[src/rtl/useq_pkg.sv]
package useq_pkg;

    // Branch kind field of a microinstruction
    typedef enum logic [1:0] {
        BR_GOTO     = 2'd0,
        BR_SUB      = 2'd1,
        BR_BACK     = 2'd2,
        BR_DISPATCH = 2'd3
    } br_kind_e;

    // Condition selector field of a microinstruction
    typedef enum logic [1:0] {
        CND_ALWAYS = 2'd0,
        CND_IND    = 2'd1,
        CND_SIGN   = 2'd2,
        CND_ZERO   = 2'd3
    } cond_e;

    // Action chosen by the sequencer for the coming edge
    typedef enum logic [2:0] {
        ACT_STEP     = 3'd0,
        ACT_LOAD     = 3'd1,
        ACT_LINK     = 3'd2,
        ACT_RESUME   = 3'd3,
        ACT_DISPATCH = 3'd4
    } act_e;

endpackage

[src/rtl/useq_cond_mux.sv]
module useq_cond_mux
    import useq_pkg::*;
(
    input  cond_e cond_sel,
    input  logic  flag_ind,
    input  logic  flag_sign,
    input  logic  flag_zero,
    output logic  test
);

    always_comb begin
        unique case (cond_sel)
            CND_ALWAYS: test = 1'b1;
            CND_IND:    test = flag_ind;
            CND_SIGN:   test = flag_sign;
            CND_ZERO:   test = flag_zero;
            default:    test = 1'b1;
        endcase
    end

endmodule

[src/rtl/useq_next_sel.sv]
module useq_next_sel
    import useq_pkg::*;
#(
    parameter int ADDR_W = 7,
    parameter int OPC_W  = 4,
    parameter int SLOT_W = 2
) (
    input  br_kind_e          br_kind,
    input  logic              test,
    input  logic [ADDR_W-1:0] car,
    input  logic [ADDR_W-1:0] sbr,
    input  logic [ADDR_W-1:0] target,
    input  logic [OPC_W-1:0]  opcode,
    output act_e              act,
    output logic [ADDR_W-1:0] car_nxt,
    output logic              sbr_load,
    output logic [ADDR_W-1:0] sbr_nxt
);

    localparam int PAD_W = ADDR_W - OPC_W - SLOT_W;

    logic [ADDR_W-1:0] car_inc;
    logic [ADDR_W-1:0] map_addr;

    assign car_inc = car + 1'b1;

    generate
        if (PAD_W > 0) begin : g_pad
            assign map_addr = {{PAD_W{1'b0}}, opcode, {SLOT_W{1'b0}}};
        end else begin : g_nopad
            assign map_addr = {opcode, {SLOT_W{1'b0}}};
        end
    endgenerate

    // Action decode
    always_comb begin
        unique case (br_kind)
            BR_GOTO:     act = test ? ACT_LOAD : ACT_STEP;
            BR_SUB:      act = test ? ACT_LINK : ACT_STEP;
            BR_BACK:     act = ACT_RESUME;
            BR_DISPATCH: act = ACT_DISPATCH;
            default:     act = ACT_STEP;
        endcase
    end

    // Source multiplexer
    always_comb begin
        sbr_load = 1'b0;
        sbr_nxt  = car_inc;
        unique case (act)
            ACT_STEP:     car_nxt = car_inc;
            ACT_LOAD:     car_nxt = target;
            ACT_LINK: begin
                car_nxt  = target;
                sbr_load = 1'b1;
            end
            ACT_RESUME:   car_nxt = sbr;
            ACT_DISPATCH: car_nxt = map_addr;
            default:      car_nxt = car_inc;
        endcase
    end

endmodule

[src/rtl/useq_sequencer.sv]
module useq_sequencer
    import useq_pkg::*;
#(
    parameter int          ADDR_W     = 7,
    parameter int          OPC_W      = 4,
    parameter int          SLOT_W     = 2,
    parameter int unsigned START_ADDR = 64
) (
    input  logic              clk,
    input  logic              start,
    input  logic [1:0]        cond_sel,
    input  logic [1:0]        br_kind,
    input  logic [ADDR_W-1:0] br_target,
    input  logic              flag_ind,
    input  logic              flag_sign,
    input  logic              flag_zero,
    input  logic [OPC_W-1:0]  opcode,
    output logic [ADDR_W-1:0] car_q,
    output logic [ADDR_W-1:0] sbr_q
);

    localparam logic [ADDR_W-1:0] START_VAL = ADDR_W'(START_ADDR);
    localparam logic [ADDR_W-1:0] TOP_ADDR  = {ADDR_W{1'b1}};
    localparam int                PAD_W     = ADDR_W - OPC_W - SLOT_W;

    logic              test;
    act_e              act;
    logic [ADDR_W-1:0] car_nxt;
    logic [ADDR_W-1:0] sbr_nxt;
    logic              sbr_load;

    useq_cond_mux u_cond (
        .cond_sel  (cond_e'(cond_sel)),
        .flag_ind  (flag_ind),
        .flag_sign (flag_sign),
        .flag_zero (flag_zero),
        .test      (test)
    );

    useq_next_sel #(
        .ADDR_W (ADDR_W),
        .OPC_W  (OPC_W),
        .SLOT_W (SLOT_W)
    ) u_next (
        .br_kind  (br_kind_e'(br_kind)),
        .test     (test),
        .car      (car_q),
        .sbr      (sbr_q),
        .target   (br_target),
        .opcode   (opcode),
        .act      (act),
        .car_nxt  (car_nxt),
        .sbr_load (sbr_load),
        .sbr_nxt  (sbr_nxt)
    );

    // Register process
    always_ff @(posedge clk) begin
        if (start) begin
            car_q <= START_VAL;
            sbr_q <= '0;
        end else begin
            car_q <= car_nxt;
            if (sbr_load) sbr_q <= sbr_nxt;
        end
    end

    // start lands on the fetch entry with a cleared return register
    assert_start_entry_R1: assert property (@(posedge clk)
        start |=> (car_q == START_VAL && sbr_q == '0));

    // a taken goto follows the target field
    assert_goto_target_R3: assert property (@(posedge clk) disable iff (start)
        (br_kind == 2'd0 && test) |=> car_q == $past(br_target));

    // the step from the top address wraps to zero
    assert_step_wrap_R4: assert property (@(posedge clk) disable iff (start)
        (br_kind[1] == 1'b0 && !test && car_q == TOP_ADDR) |=> car_q == '0);

    // a taken entry saves the address after the current one
    assert_link_save_R5: assert property (@(posedge clk) disable iff (start)
        (br_kind == 2'd1 && test) |=> sbr_q == $past(car_q) + 1'b1);

    // return resumes at the saved address
    assert_resume_R7: assert property (@(posedge clk) disable iff (start)
        (br_kind == 2'd2) |=> car_q == $past(sbr_q));

    // dispatch lands on the opcode slot
    assert_dispatch_R8: assert property (@(posedge clk) disable iff (start)
        (br_kind == 2'd3) |=>
            (car_q[SLOT_W+OPC_W-1:SLOT_W] == $past(opcode) &&
             car_q[SLOT_W-1:0] == '0 &&
             (PAD_W == 0 || (car_q >> (SLOT_W + OPC_W)) == '0)));

    // the return register holds unless an entry is taken
    assert_sbr_hold_R9: assert property (@(posedge clk) disable iff (start)
        !(br_kind == 2'd1 && test) |=> $stable(sbr_q));

    // the tested bit reflects the chosen condition
    assert_cond_pick_R2: assert property (@(posedge clk) disable iff (start)
        (cond_sel == 2'd0) |-> test);

endmodule

[config.mk]
export PLATFORM = sky130hd
export DESIGN_NAME = useq_sequencer
export DESIGN_NICKNAME = d
export VERILOG_FILES = /design/src/rtl/useq_pkg.sv /design/src/rtl/useq_cond_mux.sv /design/src/rtl/useq_next_sel.sv /design/src/rtl/useq_sequencer.sv
export SDC_FILE = /design/constraint.sdc
export NUM_CORES = 1
export LEC_CHECK = 0
export BUFFER_PORTS_ARGS = -buffer_cell sky130_fd_sc_hd__buf_2
export CAP_MARGIN = 25
export CELL_PAD_IN_SITES_DETAIL_PLACEMENT = 0
export CELL_PAD_IN_SITES_GLOBAL_PLACEMENT = 2
export CORE_UTILIZATION = 26
export CTS_BUF_LIST = sky130_fd_sc_hd__clkbuf_8 sky130_fd_sc_hd__clkbuf_16
export CTS_CLUSTER_DIAMETER = 120
export CTS_CLUSTER_SIZE = 24
export DETAILED_ROUTE_END_ITERATION = 10
export GPL_TIMING_DRIVEN = 0
export PLACE_DENSITY = 0.87
export SKIP_LAST_GASP = 1
export SLEW_MARGIN = 20
export SYNTH_ARGS = -nofsm -noshare
export SYNTH_HDL_FRONTEND = slang
export SYNTH_HIERARCHICAL = 1
export SYNTH_SLANG_ARGS = --single-unit
[constraint.sdc]
create_clock -name clk -period 1.8 [get_ports clk]
set_input_delay 0.09 -clock clk [delete_from_list [all_inputs] [get_ports clk]]
set_output_delay 0.09 -clock clk [all_outputs]
set_load 0.005 [all_outputs]
; Word-level counts from Yosys, hierarchy flattened
; Index checks and enable logic that the tools add are counted.
; W data, S select, Z words.
[classes]
addsub = 1
n_eq_ne = 10
muxes = 6
reduce_logical = 3
[ops]
columns = operator, count
row1 = $pmux W7 S3, 1
row2 = $pmux W3 S4, 1
row3 = $eq A2 B2 Y1 const B, 4
row4 = $add A7 B1 Y7 const B, 1
row5 = $eq A3 B2 Y1 const B, 2
row6 = $eq A2 B1 Y1 const B, 2
row7 = $logic_not A2 Y1, 2
row8 = $pmux W1 S4, 1
row9 = $eq A3 B1 Y1 const B, 1
row10 = $eq A3 B3 Y1 const B, 1
row11 = $mux W1, 2
row12 = $mux W2, 1
row13 = $reduce_or A2 Y1, 1
[word_totals]
register_bits = 14
inputBits = 20

; Longest topological paths before layout
[depth]
depth_word = 7
mapped_depth = 8
mapped_depth_nobuf = 6

; Cells and area by module
; The synthesis kept the hierarchy.
[by_module_without_submodules]
columns = mod, instances, cells_each, area_each_um2, seq_area_each_um2
row1 = useq_sequencer, 1, 37, 446.7, 280.3
row2 = useq_next_sel, 1, 53, 339.1, 0.0
row3 = useq_cond_mux, 1, 3, 27.5, 0.0

; Least setup slack after synthesis
; No wires, ideal clock.
[synth_timing]
path_type = reg2reg
startpoint = register car_q[0]
endpoint = register car_q[6]
setup_ns = 0.120
arrival_ns = 1.319
t_required_ns = 1.680
slack_ns = 0.361
path_stages_with_launch = 7
path_buffers = 0
period_less_slack_ns = 1.439
path_cell_list = dfxtp_1 ha_1 nand2_1 o21a_1 o31ai_1 o21ai_1 or2_1
[synth_between]
elab_chain_len = 2
[synth_rtl]
columns = item, line_no
row1 = start: declaration, useq_sequencer.sv:18  ; output logic [ADDR_W-1:0] car_q,
row2 = start signal: assignment, useq_sequencer.sv:63  ; car_q <= car_nxt;
row3 = $add A7 B1 Y7, useq_next_sel.sv:25  ; assign car_inc = car + 1'b1;
row4 = $pmux W7 S3, useq_next_sel.sv:50  ; unique case (act)
row5 = via car_nxt[6], useq_sequencer.sv:28  ; logic [ADDR_W-1:0] car_nxt;
; The timed path passes the listed nets, and every way through them passes these cells.
; A chain may end at the register's enable or synchronous reset.

; Worst setup path after layout
; Ends and elaborated chain as after synthesis.

==> reports/summary.log <==
[run_status] status finished, violations left
[run_status] failing checks DRC
[clocking] clock tree from TritonCTS built
[clocking] number of buffers inserted for hold repair after clock tree synthesis 0
[yosys] post-synthesis cell area 795 sq um
[placement] HPWL reported at the end of detailed placement 1.47 mm
[clocking] cell at the root of the clock tree sky130_fd_sc_hd__clkbuf_8
[timing] worst-case clock skew 0.00516 ns
[layout] total number of nets in the final design 148
[critical_path] crit path kind reg -> reg
[layout] total inserted antenna cells 0
[detailed_routing] count of TritonRoute iterations in the first routing pass 7
[detailed_routing] final wirelength 1.91 mm
[clocking] sink count of the clock tree 14
[timing] post-route setup TNS 0 ns
[clocking] Clock Latency Late Sink 0.24 ns
[layout] fraction of final layout cells sized beyond drive strength 1 36.8%
[hold_path] end point of the most critical hold path car_q[2]
[global_routing] overflow left after global routing 0
[floorplan] chip width 57.3 um
[clocking] clock transition at the register clock pins on the worst setup and hold paths after CTS 0.06 ns
[critical_path] category of the worst setup path launch point flip-flop
[global_routing] wire length of the first global-routing pass 3.07 mm
[placement] weighted congestion reported at the end of routability-driven placement 0.719
[detailed_routing] post-route antenna net violation count 0
[critical_path] Crit Path Max Fanout 6
[placement] post-placement cell count 153
[hold_path] class of the most critical hold timing path in -> reg
[global_routing] largest net degree at the start of global routing 11
[timing] hold violation total from the final report 0
[detailed_routing] vias after detailed routing 743
[hold_path] worst hold start start
[clocking] post-CTS resize count 0
[layout] number of standard cells in the final layout excluding fillers 156
[detailed_routing] average routed wire per standard cell 12.2 um
[placement] quantity of I/O buffers inserted on ports 32
[timing] worst max-slew margin expressed relative to the limit 72.8%
[power_and_ir_drop] total leakage power 0.000491 uW
[power_and_ir_drop] power per standard cell area 721 nW/um^2
[hold_path] cell depth of the worst hold path 2
[critical_path] kind of cell adding the most delay to the critical path compound AO/OA/AOI/OAI gates
[yosys] cell count after synthesis 90
[floorplan] vertical die dimension 57.3 um
[yosys] number of warnings reported in the yosys synthesis log 6
[layout] relative area change from synthesis to final layout 30.2%
[timing] Final Cycle Share 87.5%
[timing] Least-Margin Pin Slew 0.408 ns
[floorplan] core box area 2830 sq um
[yosys] post-synthesis net count 111
[detailed_routing] via count normalized by instance count 4.76
[timing] final count of negative-setup-slack endpoints 0
[timing] unrepaired setup endpoints after global routing false
[global_routing] number of antenna violations at the first check in global routing 0
[critical_path] launch point of the worst reg-to-reg path car_q[0]
[critical_path] Critical-path top delay cell sky130_fd_sc_hd__dfxtp_1
[clocking] Post-CTS Setup Inserts 0
[layout] fill count 314
[critical_path] Register-to-Register Setup Slack 0.22 ns
[floorplan] Initial Util 28.1%
[layout] Final Core Density 36.6%
[critical_path] slowest stage delay, CP 0.42 ns
[critical_path] sequence of cells on the critical path ha_1 > nand2_1 > o21a_1 > o31ai_1 > o21ai_1 > or2_1
[yosys] mean area per synthesized cell 8.83 sq um
[critical_path] r2r worst-path depth 6
[critical_path] Stages on worst setup path 6
[critical_path] endpoint of the worst register-to-register path car_q[6]
[detailed_routing] DRC violation count after routing 6
[timing] final max-slew violation count 0
[floorplan] count of pins on the block boundary 34
[global_routing] Overall Global Routing Usage 12.7%
[critical_path] sum of buffers and inverters on the critical path 0
[clocking] Longest Clk Path Bufs 2
[flow_run] count of maximum capacitance violations 0
[critical_path] worst endpoint required time 1.93 ns
[critical_path] category of the worst setup path capture point flip-flop
[timing] Max Freq 635 MHz
[timing] Period minus WS final 1.58 ns
[floorplan] overall die area 3280 sq um
[global_routing] vias in the first global route 666
[power_and_ir_drop] maximum vdd ir drop 0.000432 V
[detailed_routing] DRT iter0 DRCs 29
[floorplan] total number of placement rows 19
[critical_path] arrival time of the worst setup path 1.71 ns
[clocking] maximum level of the CTS H-tree 1
[clocking] number of clock buffers inserted by TritonCTS 3
==> flip-flops by register name, summed over array words and instances, names as in the netlist <==
signal and cells:
sbr_q 7, car_q 7
==> how the worst max path moves through the flow <==
stage          startpoint        to  slack, ns
2_1_floorplan    car_q[0]  car_q[6]       0.36
3_5_place_dp     car_q[0]  car_q[6]       0.20
3_3_place_gp     car_q[0]  car_q[6]       0.23
4_1_cts          car_q[0]  car_q[6]       0.21
6_report         car_q[0]  car_q[6]       0.22
5_1_grt          car_q[0]  car_q[6]       0.09
==> area by class of cell <==
class	count	area [sq um]	area share, %
multi-input combinational	69	470	45.5
sequential	14	280	27.1
timing repair buffer	32	160	15.5
clock buffer	3	41.3	3.99
tap	31	38.8	3.75
buffer	5	36.3	3.51
inverter	2	7.51	0.726
==> stage by stage <==
| step | total power [uW] | hold slack (ns) | cell area (sq um) | setup WS (ns) |
|---|---|---|---|---|
| after CTS | 758 | 0.0739 | 1030 | 0.205 |
| after floorplan | 441 | 0.162 | 795 | 0.362 |
| after global routing | 790 | 0.0852 | 1030 | 0.0851 |
| final | 746 | 0.0762 | 1030 | 0.224 |
| after detailed placement | 499 | 0.334 | 993 | 0.204 |
| after global placement | 497 | 0.333 | 993 | 0.225 |
==> worst reg2reg max path: cells and delay by family, from the launching register on <==
kind,cells,cell delay [ns]
AO/OA/AOI/OAI,3,0.49
flip-flops,1,0.42
adder cells (fa/ha/maj),1,0.26
AND/OR/NAND/NOR,2,0.30
==> routing by layer <==
metal  vias to the layer above  track usage [%]  wire, um
met5                         -                0         0
met4                         0             4.18        25
met3                         2             5.22       118
met2                        23             18.7       813
met1                       341             16.9       951
li1                        377                -         -
==> power breakdown <==
part | switching [uW] | internal, uW
clock | 107 | 148
combinational | 66.3 | 79.6
sequential | 18.0 | 328
total | 191 | 555
==> layout by cell type, fill, tap and decap left out, drive strengths merged, types with 3 or more instances in the layout <==
| master | instances |
|---|---|
| buf | 36 |
| dfxtp | 14 |
| mux2i | 12 |
| nor2 | 9 |
| nand2 | 9 |
| o21ai | 5 |
| nor2b | 4 |
| or2 | 4 |
| clkbuf | 4 |
| and2b | 3 |
| nand2b | 3 |
| nand3 | 3 |
(Power assumes the default switching activity.)
